===== config.mk =====
export PLATFORM = sky130hd
export DESIGN_NAME = hsyncSourceSelect
export DESIGN_NICKNAME = d
export VERILOG_FILES = /design/src/rtl/hss_pkg.sv /design/src/rtl/hss_datapath.sv /design/src/rtl/hss_control.sv /design/src/rtl/hsyncSourceSelect.sv
export SDC_FILE = /design/constraint.sdc
export NUM_CORES = 1
export LEC_CHECK = 0
export CAP_MARGIN = 10
export CORE_ASPECT_RATIO = 2
export CORE_MARGIN = 5
export CORE_UTILIZATION = 40
export DETAILED_ROUTE_END_ITERATION = 12
export DONT_BUFFER_PORTS = 1
export PLACE_DENSITY = 0.58
export SKIP_LAST_GASP = 1
export SYNTH_ARGS = -nofsm -noshare
export SYNTH_HDL_FRONTEND = slang
export SYNTH_SLANG_ARGS = --single-unit
export TNS_END_PERCENT = 5

===== constraint.sdc =====
create_clock -name clk -period 3.88 [get_ports clk]
set_clock_uncertainty 0.15 [all_clocks]
set_input_delay 0.776 -clock clk [delete_from_list [all_inputs] [get_ports clk]]
set_output_delay 0.776 -clock clk [all_outputs]
set_load 0.005 [all_outputs]

===== src/rtl/hss_pkg.sv =====
package hss_pkg;
  localparam int NUM_SRC   = 2;
  localparam int SRC_HSYNC = 0;
  localparam int SRC_SOG   = 1;

  // strobes from control to datapath, one bit per source
  typedef struct packed {
    logic [NUM_SRC-1:0] cntClear;
    logic [NUM_SRC-1:0] cntStep;
  } cnt_strobe_t;
endpackage


===== src/rtl/hss_datapath.sv =====
module hss_datapath
  import hss_pkg::*;
#(
  parameter int CNT_W = 8
) (
  input  logic                 clk,
  input  logic                 rstN,
  input  logic [NUM_SRC-1:0]   syncIn,
  input  logic [CNT_W-1:0]     timeoutTicks,
  input  cnt_strobe_t          strobe,
  output logic [NUM_SRC-1:0]   edgeSeen,
  output logic [NUM_SRC-1:0]   expire
);
  localparam int WIDE_W = CNT_W + 1;

  for (genvar g = 0; g < NUM_SRC; g++) begin : gSrc
    logic [2:0]       pipe;
    logic [CNT_W-1:0] cnt;

    // two synchroniser stages plus one history stage
    always_ff @(posedge clk) begin
      if (!rstN) pipe <= '0;
      else       pipe <= {pipe[1:0], syncIn[g]};
    end

    assign edgeSeen[g] = pipe[1] ^ pipe[2];

    // ticks elapsed since the last edge
    always_ff @(posedge clk) begin
      if (!rstN)                 cnt <= '0;
      else if (strobe.cntClear[g]) cnt <= '0;
      else if (strobe.cntStep[g])  cnt <= cnt + 1'b1;
    end

    assign expire[g] = ({1'b0, cnt} + WIDE_W'(1)) >= {1'b0, timeoutTicks};


    cnt_clear_chk: assert property (@(posedge clk) disable iff (!rstN)
      strobe.cntClear[g] |=> cnt == '0);
  end
endmodule


===== src/rtl/hss_control.sv =====
module hss_control
  import hss_pkg::*;
(
  input  logic               clk,
  input  logic               rstN,
  input  logic               tick,
  input  logic               useSog,
  input  logic               forceSel,
  input  logic [NUM_SRC-1:0] edgeSeen,
  input  logic [NUM_SRC-1:0] expire,
  output cnt_strobe_t        strobe,
  output logic [NUM_SRC-1:0] flag,
  output logic               ahs
);
  logic [NUM_SRC-1:0] flagNext;
  logic               ahsNext;

  always_comb begin
    for (int i = 0; i < NUM_SRC; i++) begin
      strobe.cntClear[i] = edgeSeen[i];
      strobe.cntStep[i]  = tick && flag[i] && !edgeSeen[i] && !expire[i];
      if (edgeSeen[i])                       flagNext[i] = 1'b1;
      else if (tick && flag[i] && expire[i]) flagNext[i] = 1'b0;
      else                                   flagNext[i] = flag[i];
    end
  end

  always_comb begin
    if (forceSel)
      ahsNext = useSog;
    else if (flag[SRC_HSYNC] != flag[SRC_SOG])
      ahsNext = flag[SRC_SOG];
    else
      ahsNext = useSog;
  end

  always_ff @(posedge clk) begin
    if (!rstN) begin
      flag <= '0;
      ahs  <= 1'b0;
    end else begin
      flag <= flagNext;
      ahs  <= ahsNext;
    end
  end


  force_prio_chk: assert property (@(posedge clk) disable iff (!rstN)
    forceSel |=> ahs == $past(useSog));

  pin_only_chk: assert property (@(posedge clk) disable iff (!rstN)
    (!forceSel && flag == 2'b01) |=> !ahs);

  sog_only_chk: assert property (@(posedge clk) disable iff (!rstN)
    (!forceSel && flag == 2'b10) |=> ahs);

  for (genvar g = 0; g < NUM_SRC; g++) begin : gChk

    rise_on_edge_chk: assert property (@(posedge clk) disable iff (!rstN)
      $rose(flag[g]) |-> $past(edgeSeen[g]));

    fall_on_tick_chk: assert property (@(posedge clk) disable iff (!rstN)
      $fell(flag[g]) |-> $past(tick));
  end
endmodule


===== src/rtl/hsyncSourceSelect.sv =====
module hsyncSourceSelect
  import hss_pkg::*;
#(
  parameter int CNT_W = 8
) (
  input  logic             clk,
  input  logic             rstN,
  input  logic             hsyncIn,
  input  logic             sogIn,
  input  logic             useSog,
  input  logic             forceSel,
  input  logic             tick,
  input  logic [CNT_W-1:0] timeoutTicks,
  output logic             hsyncActive,
  output logic             sogActive,
  output logic             ahs
);
  cnt_strobe_t        strobe;
  logic [NUM_SRC-1:0] edgeSeen;
  logic [NUM_SRC-1:0] expire;
  logic [NUM_SRC-1:0] flag;
  logic [NUM_SRC-1:0] syncIn;

  assign syncIn[SRC_HSYNC] = hsyncIn;
  assign syncIn[SRC_SOG]   = sogIn;

  hss_datapath #(.CNT_W(CNT_W)) i_datapath (
    .clk(clk), .rstN(rstN), .syncIn(syncIn), .timeoutTicks(timeoutTicks),
    .strobe(strobe), .edgeSeen(edgeSeen), .expire(expire)
  );

  hss_control i_control (
    .clk(clk), .rstN(rstN), .tick(tick), .useSog(useSog), .forceSel(forceSel),
    .edgeSeen(edgeSeen), .expire(expire), .strobe(strobe), .flag(flag), .ahs(ahs)
  );

  assign hsyncActive = flag[SRC_HSYNC];
  assign sogActive   = flag[SRC_SOG];
endmodule


Yosys cells after proc, flatten, opt, wreduce, memory -nomap -nowiden
Cells that the tools add are included.
- $add $sub $neg: 4
- $lt $le $gt $ge: 2
- equality and inequality tests: 1
- multiplexer cells: 6
- bitwise logic cells: 3
- reductions and logical operators: 16
- operators with widths (kind ; number):
    8-bit by 1-bit adder with 9-bit output (second input constant) ; 2
    9-bit by 8-bit >= comparator with 1-bit output ; 2
    8-bit by 1-bit adder with 8-bit output (second input constant) ; 2
    1-bit logical AND ; 8
    1-bit 2-to-1 mux ; 6
    1-bit logical NOT ; 4
    2-bit nonzero test ; 2
    2-bit OR reduction ; 2
    1-bit bitwise XOR ; 2
    1-bit inequality test ; 1
    1-bit inverter ; 1
- flip-flop bits (word level): 25
- output and inout port bits: 3

Longest topological paths before layout
- depth after elaboration: 5
- depth in mapped cells: 11
- gate-level depth less buffers: 10

By module
Synthesis repeated with hierarchy kept, for this count alone.
- cell total of the unflattened synthesis: 175
- area total of the unflattened synthesis: 1535.2 um^2
- by module, submodules not included (module ; times used ; cells each ; area each (um^2) ; seq. area each (um^2)):
    hss_datapath ; 1 ; 160 ; 1375.1 ; 440.4
    hss_control ; 1 ; 15 ; 160.2 ; 60.1

Worst setup path before layout
No wires, ideal clock.
- path type: reg2reg
- start: register i_datapath.gSrc[1].cnt[0]
- end: register i_datapath.gSrc[1].cnt[4]
- library setup time: 0.070 ns
- arrival: 2.824 ns
- slack: 0.836 ns
- cell stages (with the launch flop): 12
- cell sequence: dfxtp_1 > ha_1 > nand3_1 > or2_2 > clkbuf_1 > xnor2_1 > ha_1 > and3_1 > a221oi_1 > o21ai_1 > or4_1 > a21oi_1
- word-level cells in the longest chain between the ends: 4
- ends and longest elaborated chain (item ; line ; RTL):
    start: declaration ; hss_datapath.sv:18 ; logic [CNT_W-1:0] cnt;
    start signal: assignment ; hss_datapath.sv:32 ; else if (strobe.cntStep[g]) cnt <= cnt + 1'b1;
    8-bit by 1-bit adder with 9-bit output ; hss_datapath.sv:35 ; assign expire[g] = ({1'b0, cnt} + WIDE_W'(1)) >= {1'b0, timeoutTicks};
    9-bit by 8-bit >= comparator with 1-bit output ; hss_datapath.sv:35 ;
    1-bit logical NOT ; hss_control.sv:21 ; strobe.cntStep[i] = tick && flag[i] && !edgeSeen[i] && !expire[i];
    1-bit logical AND ; hss_control.sv:21 ;
Parallel ways exist; a longest one is shown, timed or not.
A chain may end at the register's enable or synchronous reset.

Worst setup path in the final report
Same ends and word-level chain as after synthesis.

==> metrics.log <==
INFO  metric ctsHoldBuffers = 0
INFO  metric post_cts_resized = 0
INFO  metric clock_latency_reported_for_the_late_side_of_the_worst_skew_pair = 0.26 ns
INFO  metric setup_violations = 0
INFO  metric endpoint_class_of_the_critical_path = flop
INFO  metric p_leak = 0.775 nW
INFO  metric max_cap_viol_count = 0
INFO  metric yosysSeqAreaShare = 0.307
INFO  metric synth_seq_cells = 25
INFO  metric data_required_time_of_the_critical_path = 3.93 ns
INFO  metric root_buffer = sky130_fd_sc_hd__clkbuf_8
INFO  metric synth_top_flop_cell = sky130_fd_sc_hd__dfxtp_1
INFO  metric synth_area = 1630 um^2
INFO  metric fmax = 312 MHz
INFO  metric cp_data_arrival_time = 3.25 ns
INFO  metric floorplan.initialDensity = 0.407
INFO  metric grt_pass1_vias = 1296
INFO  metric netlist-cell-type-count = 38
INFO  metric avgViaCountPerCell = 5.55
INFO  metric cts.repair_timing.setup_buffer_count = 0
INFO  metric final_util = 0.429
INFO  metric globalRouteOverflowTotal = 0
INFO  metric finalWeightedCongestion = 0.812
INFO  metric min_delay_path_depth = 1
INFO  metric post-route-min-period = 3.20 ns
INFO  metric synth_common_cells = sky130_fd_sc_hd__dfxtp_1 (25), sky130_fd_sc_hd__ha_1 (18), sky130_fd_sc_hd__nand2_1 (15), sky130_fd_sc_hd__a21oi_1 (13), sky130_fd_sc_hd__o21ai_0 (11)
INFO  metric synthDominantCellAreaShare = 0.307
INFO  metric fp.coreArea = 4010 um^2
INFO  metric synth_top_area_cell = sky130_fd_sc_hd__dfxtp_1
INFO  metric synth.most_common_cell = sky130_fd_sc_hd__dfxtp_1
INFO  metric ctsHtreeMaxLevel = 1
INFO  metric timing.slew.headroom = 0.583
INFO  metric mean_instance_size_in_the_synthesized_netlist = 8.57 um^2
INFO  metric n_fill_cell = 419
INFO  metric drtAntennaViolNets = 0
INFO  metric clock-sinks = 25
INFO  metric hold_violations = 0
INFO  metric run_status = finished, final reports clean
INFO  metric layout_overhead_on_the_synthesized_area = 5.38%
INFO  metric ys_top_cells_by_area = sky130_fd_sc_hd__dfxtp_1 (31%), sky130_fd_sc_hd__ha_1 (14%), sky130_fd_sc_hd__xnor2_1 (4.8%)
INFO  metric final.setup.tns = 0 ns
INFO  metric pwr_density_cell = 270 nW/um^2
INFO  metric hpwlAfterDp = 2550 um
INFO  metric worst_pin_slew = 0.620 ns
INFO  metric rr_worst_depth = 10
INFO  metric floorplan.die_area = 5530 um^2
INFO  metric worst_setup_hold_path_clk_slew = 0.09 ns
INFO  metric worst_hold_path_type = reg2reg
INFO  metric grt_start_max_net_pins = 15
INFO  metric setup.worst_path.start_class = flop
INFO  metric antenna_found_initial = 0
INFO  metric ys_warns = 0
INFO  metric final.period_utilization = 0.826
INFO  metric globalRouteTotalUtil = 0.128
INFO  metric cts_max_path_buffers = 2
INFO  metric drt_first_pass_iters = 4
INFO  metric chipWidth = 55.1 um
INFO  metric tritoncts = yes
INFO  metric post_synth_inst_count = 190
INFO  metric die_h = 100 um
INFO  metric fraction_of_layout_instances_using_a_drive_strength_above_1 = 0.0263
INFO  metric postSynth.asyncResetShare = 0
INFO  metric design.portCount = 18
INFO  metric grt_first_pass_wirelength = 5390 um
INFO  metric routed_wire_length_per_instance = 13.2 um
INFO  metric ir_drop = 0.244 mV
INFO  metric number_of_enable_type_register_cells_in_the_synthesized_netlist = 0
INFO  metric slew_violations = 0
INFO  metric vias = 1344
INFO  metric rsz_0062_raised_after_global_routing = no
INFO  metric rows = 33
INFO  metric final_net_count = 224
INFO  metric detailedRoute.firstIterationViolations = 15
INFO  metric wl_final = 3200 um
INFO  metric mappedNetlistNets = 223
INFO  metric num_antenna_cells = 0
INFO  metric worstPathMaxFanout = 8
INFO  metric timing.setup.critical_path_class = reg2reg
INFO  metric tritoncts.num_buffers = 3
INFO  metric post-route-drc-count = 0
INFO  metric port_buffers = 0
final timing paths:
check / startpoint / to / slack (ns)
setup / recovery: i_datapath.gSrc[1].cnt[0] / i_datapath.gSrc[1].cnt[4] / 0.68
hold / removal: i_datapath.gSrc[1].pipe[0] / i_datapath.gSrc[1].pipe[1] / 0.29
setup reg to reg: i_datapath.gSrc[1].cnt[0] / i_datapath.gSrc[1].cnt[4] / 0.68
hold reg to reg: i_datapath.gSrc[1].pipe[0] / i_datapath.gSrc[1].pipe[1] / 0.29
layout by cell type (no fill, tap or decap), drive strengths merged, types with 5 or more instances in the layout:
| cell type | instances |
|---|---|
| ha | 18 |
| nand3 | 8 |
| o31ai | 7 |
| and2 | 9 |
| xnor2 | 9 |
| a21oi | 13 |
| nand2 | 15 |
| o21ai | 13 |
| and3 | 7 |
| dfxtp | 25 |
| or4 | 7 |
| xor2 | 5 |
| inv | 9 |
logic make-up after synthesis:
kind of cell    count (synthesis)  synth area share
flops                          25             0.307
fa+ha+maj                      18             0.138
compound gates                 53             0.209
simple gates                   65             0.223
xor+xnor                       14            0.0753
buf+inv                        13            0.0346
mux                             2            0.0123
where the power goes:
| group | internal (mW) | leakage (nW) | switching (mW) |
|---|---|---|---|
| registers | 0.263 | 0.203 | 0.00441 |
| clock network | 0.0733 | 0.0228 | 0.0803 |
| logic | 0.0172 | 0.549 | 0.0262 |
state kept, by name (all words and copies together), names as in the netlist:
name / count
i_control.flag: 2
i_control.ahs: 1
i_datapath.gSrc.pipe: 6
i_datapath.gSrc.cnt: 16
stage by stage:
| step | power, mW | instances | area (um^2) | hold slack [ns] | worst slack [ns] |
|---|---|---|---|---|---|
| after detailed placement | 0.317 | 238 | 1670 | 0.277 | 0.691 |
| final | 0.464 | 242 | 1720 | 0.292 | 0.676 |
| after global placement | 0.316 | 238 | 1670 | 0.282 | 0.751 |
| after CTS | 0.475 | 242 | 1720 | 0.302 | 0.663 |
| after floorplan | 0.309 | 190 | 1630 | 0.262 | 0.836 |
| after global routing | 0.493 | 242 | 1720 | 0.316 | 0.410 |
final cells by class:
cell class	instances	area [um^2]	area share
Multi-Input combinational cell	152	1070	0.625
Sequential cell	25	500	0.292
Tap cell	52	65.1	0.0379
Clock buffer	4	45.0	0.0262
Inverter	9	33.8	0.0197
critical path, stage by stage (launching register included):
cell	delay, ns
sky130_fd_sc_hd__dfxtp_1	0.41
sky130_fd_sc_hd__ha_1	0.23
sky130_fd_sc_hd__nand3_1	0.15
sky130_fd_sc_hd__or2_2	0.36
sky130_fd_sc_hd__xnor2_1	0.14
sky130_fd_sc_hd__ha_1	0.29
sky130_fd_sc_hd__and3_1	0.20
sky130_fd_sc_hd__a221oi_1	0.32
sky130_fd_sc_hd__o21ai_1	0.25
sky130_fd_sc_hd__or4_1	0.51
sky130_fd_sc_hd__a21oi_1	0.14
routing by layer:
metal / up-vias / global-route usage / routed length, um
li1: 700 / - / -
met1: 617 / 0.172 / 1530
met2: 22 / 0.197 / 1490
met3: 5 / 0.0253 / 133
met4: 0 / 0.0506 / 54
met5: - / 0 / 0
(Power assumes the default switching activity.)
